`config.mk`:
```
export PLATFORM = sky130hd
export DESIGN_NAME = vpic_top
export DESIGN_NICKNAME = d
export VERILOG_FILES = /design/src/rtl/vpic_pkg.sv /design/src/rtl/vpic_regs.sv /design/src/rtl/vpic_select.sv /design/src/rtl/vpic_vector.sv /design/src/rtl/vpic_top.sv
export SDC_FILE = /design/constraint.sdc
export NUM_CORES = 2
export LEC_CHECK = 0
export ABC_AREA = 1
export ABC_CLOCK_PERIOD_IN_PS = 44200
export BUFFER_PORTS_ARGS = -buffer_cell sky130_fd_sc_hd__buf_2
export CAP_MARGIN = 5
export CORE_ASPECT_RATIO = 0.75
export CORE_MARGIN = 4
export CORE_UTILIZATION = 40
export CTS_BUF_LIST = sky130_fd_sc_hd__clkbuf_16
export DETAILED_ROUTE_END_ITERATION = 8
export SETUP_SLACK_MARGIN = 0.1
export SYNTH_ARGS = -nofsm -noshare
export SYNTH_HDL_FRONTEND = slang
export SYNTH_HIERARCHICAL = 1
export SYNTH_SLANG_ARGS = --single-unit
```
`constraint.sdc`:
```
create_clock -name clk -period 44.2 [get_ports clk]
set_clock_uncertainty 0.2 [all_clocks]
set_input_delay 13.26 -clock clk [delete_from_list [all_inputs] [get_ports clk]]
set_output_delay 13.26 -clock clk [all_outputs]
set_load 0.05 [all_outputs]
```
`src/rtl/vpic_pkg.sv`:
```
package vpic_pkg;
    localparam int NUM_LINES = 32;
    localparam int DATA_W    = 32;
    localparam int LVL_W     = 6;
    localparam int RS_W      = 6;
    localparam int ADDR_W    = 6;
    localparam int SHIFT_W   = 3;
    localparam int IDX_W     = $clog2(NUM_LINES);
    localparam int CFG_W     = RS_W + 1 + LVL_W;

    localparam logic [ADDR_W-1:0] OFS_ENABLE  = 6'd32;
    localparam logic [ADDR_W-1:0] OFS_EN_SET  = 6'd33;
    localparam logic [ADDR_W-1:0] OFS_EN_CLR  = 6'd34;
    localparam logic [ADDR_W-1:0] OFS_PEND    = 6'd35;
    localparam logic [ADDR_W-1:0] OFS_RAW     = 6'd36;
    localparam logic [ADDR_W-1:0] OFS_SOFT    = 6'd37;
    localparam logic [ADDR_W-1:0] OFS_SW_SET  = 6'd38;
    localparam logic [ADDR_W-1:0] OFS_SW_CLR  = 6'd39;
    localparam logic [ADDR_W-1:0] OFS_CTRL    = 6'd40;
    localparam logic [ADDR_W-1:0] OFS_STATUS  = 6'd41;
    localparam logic [ADDR_W-1:0] OFS_BASE    = 6'd42;
    localparam logic [ADDR_W-1:0] OFS_VADDR   = 6'd43;

    // field order sets bit positions: regset 12:7, nmi 6, level 5:0
    typedef struct packed {
        logic [RS_W-1:0]  regset;
        logic             nmi;
        logic [LVL_W-1:0] level;
    } line_cfg_t;

    typedef struct packed {
        logic             found;
        logic [IDX_W-1:0] idx;
        line_cfg_t        cfg;
    } winner_t;

    typedef struct packed {
        logic              valid;
        logic [DATA_W-1:0] addr;
        logic [RS_W-1:0]   regset;
        logic [LVL_W-1:0]  level;
        logic              nmi;
    } req_pkt_t;

    function automatic logic [DATA_W-1:0] handler_addr(
        input logic [DATA_W-1:0]  base,
        input logic [IDX_W-1:0]   idx,
        input logic [SHIFT_W-1:0] shift
    );
        return base + (DATA_W'(idx) << (5'd2 + 5'(shift)));
    endfunction
endpackage

```
`src/rtl/vpic_regs.sv`:
```
module vpic_regs
    import vpic_pkg::*;
#(
    parameter int N = NUM_LINES
) (
    input  logic                clk,
    input  logic                rst,
    input  logic                bus_valid,
    input  logic                bus_write,
    input  logic [ADDR_W-1:0]   bus_addr,
    input  logic [DATA_W-1:0]   bus_wdata,
    output logic [DATA_W-1:0]   bus_rdata,
    input  logic [N-1:0]        irq_lines,
    input  logic [DATA_W-1:0]   status_word,
    input  logic [DATA_W-1:0]   vaddr_word,
    output line_cfg_t           cfg_o [N],
    output logic [N-1:0]        enable_o,
    output logic [N-1:0]        pending_o,
    output logic [SHIFT_W-1:0]  shift_o,
    output logic [DATA_W-1:0]   base_o
);
    line_cfg_t          cfg_q [N];
    logic [N-1:0]       raw_q, enable_q, soft_q;
    logic [SHIFT_W-1:0] shift_q;
    logic [DATA_W-1:0]  base_q, rdata_q;

    wire do_wr  = bus_valid && bus_write;
    wire do_rd  = bus_valid && !bus_write;
    wire is_cfg = bus_addr < ADDR_W'(N);

    assign pending_o = (raw_q | soft_q) & enable_q;

    always_ff @(posedge clk) begin
        if (rst) begin
            for (int i = 0; i < N; i++) cfg_q[i] <= '0;
            raw_q    <= '0;
            enable_q <= '0;
            soft_q   <= '0;
            shift_q  <= '0;
            base_q   <= '0;
        end else begin
            raw_q <= irq_lines;
            if (do_wr) begin
                if (is_cfg) begin
                    cfg_q[bus_addr[IDX_W-1:0]] <= line_cfg_t'(bus_wdata[CFG_W-1:0]);
                end else begin
                    case (bus_addr)
                        OFS_ENABLE: enable_q <= bus_wdata[N-1:0];
                        OFS_EN_SET: enable_q <= enable_q | bus_wdata[N-1:0];
                        OFS_EN_CLR: enable_q <= enable_q & ~bus_wdata[N-1:0];
                        OFS_SOFT:   soft_q   <= bus_wdata[N-1:0];
                        OFS_SW_SET: soft_q   <= soft_q | bus_wdata[N-1:0];
                        OFS_SW_CLR: soft_q   <= soft_q & ~bus_wdata[N-1:0];
                        OFS_CTRL:   shift_q  <= bus_wdata[SHIFT_W-1:0];
                        OFS_BASE:   base_q   <= bus_wdata;
                        default: ;
                    endcase
                end
            end
        end
    end

    always_ff @(posedge clk) begin
        if (rst) begin
            rdata_q <= '0;
        end else begin
            rdata_q <= '0;
            if (do_rd) begin
                if (is_cfg) begin
                    rdata_q <= DATA_W'(cfg_q[bus_addr[IDX_W-1:0]]);
                end else begin
                    case (bus_addr)
                        OFS_ENABLE: rdata_q <= DATA_W'(enable_q);
                        OFS_PEND:   rdata_q <= DATA_W'(pending_o);
                        OFS_RAW:    rdata_q <= DATA_W'(raw_q);
                        OFS_SOFT:   rdata_q <= DATA_W'(soft_q);
                        OFS_CTRL:   rdata_q <= DATA_W'(shift_q);
                        OFS_STATUS: rdata_q <= status_word;
                        OFS_BASE:   rdata_q <= base_q;
                        OFS_VADDR:  rdata_q <= vaddr_word;
                        default:    rdata_q <= '0;
                    endcase
                end
            end
        end
    end

    assign bus_rdata = rdata_q;
    assign cfg_o     = cfg_q;
    assign enable_o  = enable_q;
    assign shift_o   = shift_q;
    assign base_o    = base_q;
endmodule

```
`src/rtl/vpic_select.sv`:
```
module vpic_select
    import vpic_pkg::*;
#(
    parameter int N = NUM_LINES
) (
    input  logic [N-1:0] pending,
    input  line_cfg_t    cfg [N],
    output winner_t      win
);
    always_comb begin
        win = '0;
        for (int i = 0; i < N; i++) begin
            // strict compare keeps the lower index on ties; level 0 never beats 0
            if (pending[i] && (cfg[i].level > win.cfg.level)) begin
                win.found = 1'b1;
                win.idx   = IDX_W'(i);
                win.cfg   = cfg[i];
            end
        end
    end
endmodule

```
`src/rtl/vpic_vector.sv`:
```
module vpic_vector
    import vpic_pkg::*;
(
    input  winner_t             win,
    input  logic [DATA_W-1:0]   base,
    input  logic [SHIFT_W-1:0]  shift,
    output req_pkt_t            pkt,
    output logic [DATA_W-1:0]   status
);
    always_comb begin
        pkt    = '0;
        status = '0;
        if (win.found) begin
            pkt.valid  = 1'b1;
            pkt.addr   = handler_addr(base, win.idx, shift);
            pkt.regset = win.cfg.regset;
            pkt.level  = win.cfg.level;
            pkt.nmi    = win.cfg.nmi;
            status[IDX_W-1:0] = win.idx;
            status[DATA_W-1]  = 1'b1;
        end
    end
endmodule

```
`src/rtl/vpic_top.sv`:
```
module vpic_top
    import vpic_pkg::*;
(
    input  logic              clk,
    input  logic              rst,
    input  logic              bus_valid,
    input  logic              bus_write,
    input  logic [5:0]        bus_addr,
    input  logic [31:0]       bus_wdata,
    output logic [31:0]       bus_rdata,
    input  logic [31:0]       irq_lines,
    output logic              req_valid,
    output logic [31:0]       req_addr,
    output logic [5:0]        req_regset,
    output logic [5:0]        req_level,
    output logic              req_nmi
);
    line_cfg_t             cfg_w [NUM_LINES];
    logic [NUM_LINES-1:0]  enable_w, pending_w;
    logic [SHIFT_W-1:0]    shift_w;
    logic [DATA_W-1:0]     base_w, status_d, status_q;
    winner_t               win_w;
    req_pkt_t              pkt_d, pkt_q;

    vpic_regs #(.N(NUM_LINES)) u_regs (
        .clk(clk), .rst(rst),
        .bus_valid(bus_valid), .bus_write(bus_write),
        .bus_addr(bus_addr), .bus_wdata(bus_wdata), .bus_rdata(bus_rdata),
        .irq_lines(irq_lines),
        .status_word(status_q), .vaddr_word(pkt_q.addr),
        .cfg_o(cfg_w), .enable_o(enable_w), .pending_o(pending_w),
        .shift_o(shift_w), .base_o(base_w)
    );

    vpic_select #(.N(NUM_LINES)) u_sel (
        .pending(pending_w), .cfg(cfg_w), .win(win_w)
    );

    vpic_vector u_vec (
        .win(win_w), .base(base_w), .shift(shift_w),
        .pkt(pkt_d), .status(status_d)
    );

    always_ff @(posedge clk) begin
        if (rst) begin
            pkt_q    <= '0;
            status_q <= '0;
        end else begin
            pkt_q    <= pkt_d;
            status_q <= status_d;
        end
    end

    assign req_valid  = pkt_q.valid;
    assign req_addr   = pkt_q.addr;
    assign req_regset = pkt_q.regset;
    assign req_level  = pkt_q.level;
    assign req_nmi    = pkt_q.nmi;
endmodule

```
Yosys cells after proc, flatten, opt, wreduce, memory -nomap -nowiden

Index checks and enable logic that the tools add are counted.

Add/subtract/negate cells: 2
Magnitude comparators: 35
Equality and inequality tests: 12
Shift operators: 1
Multiplexer cells: 44
Bitwise operators: 11
Reduce and logical (&&, ||, !) cells: 46

Operators with widths:

| cell                | count |
|---|---|
| $mux 19             | 32 |
| $bwmux 416          | 1 |
| $pmux 32 s8         | 1 |
| $pmux 32 s3         | 2 |
| $gt 6x6->1          | 31 |
| $and 32x32->32      | 3 |
| $or 32x32->32       | 3 |
| $eq 6x6->1 const B  | 12 |
| $bmux 13 s5         | 1 |
| $demux 13 s5        | 1 |
| $mux 13             | 4 |
| $mux 46             | 1 |
| $logic_and 1x1->1   | 35 |
| $add 32x32->32      | 1 |
| $not 32->32         | 1 |
| $shl 5x5->32        | 1 |
| $reduce_and 3->1    | 4 |
| $ge 6x6->1 const B  | 1 |
| $gt 6x1->1 const B  | 1 |
| $lt 6x1->1 const B  | 1 |
| $lt 6x6->1 const B  | 1 |
| $not 5->6           | 1 |
| $reduce_bool 3->1   | 2 |
| $add 2x3->4 const A | 1 |
| other kinds (6)     | 9 |

Flip-flop bits (word level): 657
Word-level logic and storage cells: 262

Longest topological paths before layout

Depth in word-level cells: 100
Mapped depth: 351
Gate-level depth less buffers: 308

Modules after synthesis

The synthesis kept the hierarchy.

By module, submodules not included:

| module      | times used | cells an instance | area each (µm²) | sequential area each (µm²) |
|---|---|---|---|---|
| vpic_regs   | 1          | 3805              | 25769.7         | 11591.1 |
| vpic_select | 1          | 2284              | 12633.4         | 0.0 |
| vpic_vector | 1          | 599               | 2864.0          | 0.0 |
| vpic_top    | 1          | 243               | 2217.1          | 1561.5 |

Least setup slack after synthesis

Ideal clock, no wire load.

Path type: reg2reg
Start: register u_regs.raw_q[0]
End: register pkt_q (netlist bit req_addr[25])
Arrival: 38.208 ns
Required time: 43.936 ns
Setup slack: 5.728 ns
Stages on the path, launching flop included: 322
Clock period less this slack: 38.472 ns
Cells stage by stage: dfxtp_1 > inv_1 > a21oi_1 > nand2_1 > inv_1 > buf_2 > nand2_1 > ha_1 > nand2_1 > nor2_4 > nand2_2 > nand3_4 > nand2_4 > buf_4 > nand2_1 > o21ai_0 > ha_1 > nand2_1 > (+286 left out) > o21ai_1 > nand2_1 > o21ai_0 > nor2_1 > ha_1 > nand2_1 > inv_1 > nand2_1 > nand2_1 > inv_1 > nand3_2 > nand2_1 > inv_1 > nor2_1 > nor2_1 > nor2_1 > inv_1 > nor2_1

RTL lines:

| item                     | line            | source |
|---|---|---|
| start: declaration       | vpic_regs.sv:23 | `logic [N-1:0] raw_q, enable_q, soft_q;` |
| start signal: assignment | vpic_regs.sv:42 | `raw_q <= irq_lines;` |
| end signal: assignment   | vpic_top.sv:49  | `pkt_q <= pkt_d;` |
| end: declaration         | vpic_top.sv:23  | `req_pkt_t pkt_d, pkt_q;` |

==> impl_metrics.toml <==
[grt]
grt_use_met2_pct = 40.0
grt_max_degree = 110
grt_busiest_layer = "met1"
grt_pass1_vias = 41400
grtUsageTotal_pct = 29.5
met3_usage_pct = 10.1
overflow = 0
antenna_found_initial = 13
grt_pass1_wl_mm = 259
met1_usage_pct = 43.5

[clock_tree]
cts_buffers = 73
clk_pin_slew_worst_paths_ns = 0.07
cts_tree = "done"
clk_latency_ns = 0.66
cts_sinks = 657
cts_root_buffer = "clkbuf_16"
postCtsHoldBufs = 0
htree_num_levels = 3
max-clock-path-buffers = 3

[sta]
finalHoldViolCount = 0
fin_crit_sh_pct = 91.6
slew_headroom_pct = 17.4
final.min_clock_period_ns = 40.49
slew_viol_final = 0
setup_violations = 0
fmax_ghz = 0.0247
worst_slew_pin_slew_ns = 1.24
worst_slack_ns = 3.71

[yosys]
ys.flop_type = "dfxtp_1"
syn_inst = 6931
syn_avg_cell_area_um2 = 6.27
synth-simple-area-share_pct = 33.4
synthAdderAreaFrac_pct = 3.61
netlist.area_leader.share_pct = 30.2
yosys-top-cells-area = "dfxtp_1 30%, nand2_1 13%, nor2_1 8.4%, inv_1 7.4%, o21ai_0 7.3%"
ys_types = 55
yosysMostFrequentCell = "nand2_1"
synth_edf_count = 0
synth_top_family_by_area = "simple AND/OR/NAND/NOR gates"
muxShareOfSynthArea_pct = 2.77
yosys.area.top_type = "dfxtp_1"
synth_compound_area_share_pct = 17.0
async_reset_ff_share_pct = 0
synth_seq_area_share_pct = 30.2
synthXorXnorAreaFrac_pct = 0.0403
synth-seq-cells = 657
ys_top_cells_by_count = "1483 x nand2_1, 978 x nor2_1, 861 x inv_1, 657 x dfxtp_1, 634 x o21ai_0"
yosys_warnings = 6
netlist_area_um2 = 43500

[final_layout]
drive_gt1_share_pct = 11.1
fill_cells = 11400
final_nets = 7051
post-route-util_pct = 43.9
syn2layout_area_growth_pct = 8.76

[detailed_routing]
ant_nets = 0
routed_wl_mm = 176
avgViaCountPerCell = 5.51
routedWlPerCell_um = 21.1
drt-initial-drc-count = 5272
drc = 0
dr.pass1.iters = 8
vias = 46000

[worst_setup_path]
endpoint_kind = "flop"
crit_fanout = 28
crit_type = "reg2reg"
cpPeakStageDelay_ns = 0.45
start_kind = "flop"
slowest_stage = "o2111ai_1"
r2r_cells = 274
crit_top_cell = "nand2_1"
crit_required_ns = 44.51
arrival_ns = 40.80

[pwr]
power.leakage_uw = 0.0225
power_density_nw_per_um2 = 28.2
ir_drop_mv = 0.0275
total_power_uw = 1330

[worst_hold_path]
min_path_cells = 2
hp-class = "reg2reg"

[floorplanning]
die_area_um2 = 114000
die_y_um = 294
rows = 104
start_util_pct = 40.4
dieWidth_um = 389
ioPinCount = 152
core_area_um2 = 108000

[place]
dpl.hpwl_mm = 125
port_buffers = 151
pre_cts_ws_ns = -0.564
gp_congestion = 0.990

[run]
drv_cap = 0

[outcome]
status = "complete, no violations"
==> per-stage QoR <==
step           hold WS [ns]  TNS (ns)  std cells  instance area [um^2]
2_1_floorplan         0.235         0       6956                 43600
3_3_place_gp          0.250         0       8195                 44400
3_5_place_dp          0.260    -11.27       8195                 44400
4_1_cts               0.268         0       8329                 46900
5_1_grt               0.292    -0.234       8343                 47300
6_report              0.267         0       8346                 47300
==> repair_timing <==
action                                  4_1_cts  5_1_grt
pin swaps                                     0        6
gates cloned                                  0        0
resized for setup                             7       97
setup buffers                                 0       13
endpoints found under the setup margin       29       52
==> path summary, 6_finish.rpt <==
path,start,slack (ns),to
worst max-delay path,u_regs/raw_q[0],3.71,req_addr[31]
worst min-delay path,u_regs/cfg_o[247],0.27,u_regs/cfg_o[247]
worst max register to register,u_regs/raw_q[0],3.71,req_addr[31]
worst min register to register,u_regs/cfg_o[247],0.27,u_regs/cfg_o[247]
==> layer usage <==
metal  up-vias  routed length (um)
li1      22000                   -
met2      2317               67700
met5         -                  29
met3       286               22200
met1     21400               80400
met4         4                5440
==> placed cells by master, fill, tap and decap left out, types with 55 or more instances in the layout <==
cell,n
o21ai_0,589
clkbuf_16,77
nand3_1,578
inv_1,866
dfxtp_1,657
a21oi_1,482
nor2_2,55
buf_4,70
ha_1,123
nand2_2,105
mux2_2,105
buf_2,149
nand2_1,1479
nor2_1,974
o21ai_1,69
==> area by class of cell <==
type | instances | area (um^2) | share of cell area [%]
multi-input combinational | 4989 | 25100 | 53.1
sequential | 657 | 13200 | 27.8
inverter | 911 | 3450 | 7.29
clock buffer | 77 | 1930 | 4.07
tap | 1431 | 1790 | 3.79
timing repair buffer | 220 | 1280 | 2.72
clock inverter | 57 | 554 | 1.17
antenna | 4 | 10.0 | 0.0212
==> sequential cells by signal, summed over array words and instances, names as in the netlist <==
name              cells
req_addr             32
req_level             6
req_nmi               1
req_regset            6
req_valid             1
status_q             32
u_regs/base_o        32
u_regs/bus_rdata     32
u_regs/cfg_o        416
u_regs/enable_o      32
u_regs/raw_q         32
u_regs/shift_o        3
u_regs/soft_q        32
==> logic make-up after synthesis <==
family | after synthesis
simple gates | 3359
compound gates | 1370
buf+inv | 1310
flops | 657
fa+ha+maj | 125
mux | 107
xor+xnor | 2
other cells | 1
==> report_power, final <==
group          total [uW]  internal [uW]  leakage [uW]  switching [uW]
logic                75.8           13.5        0.0160            62.3
registers             600            597       0.00531            2.89
clock network         656            380       0.00123             276
==> worst max-delay path, delay by kind of cell (launching register included) <==
kind / cells / cell delay, ns
flip-flops: 1 / 0.31
multiplexers: 1 / 0.40
adder cells (fa/ha/maj): 32 / 10.09
AO/OA/AOI/OAI: 41 / 7.36
buffers and inverters: 30 / 3.06
AND/OR/NAND/NOR: 170 / 18.69
(Power assumes the default switching activity.)
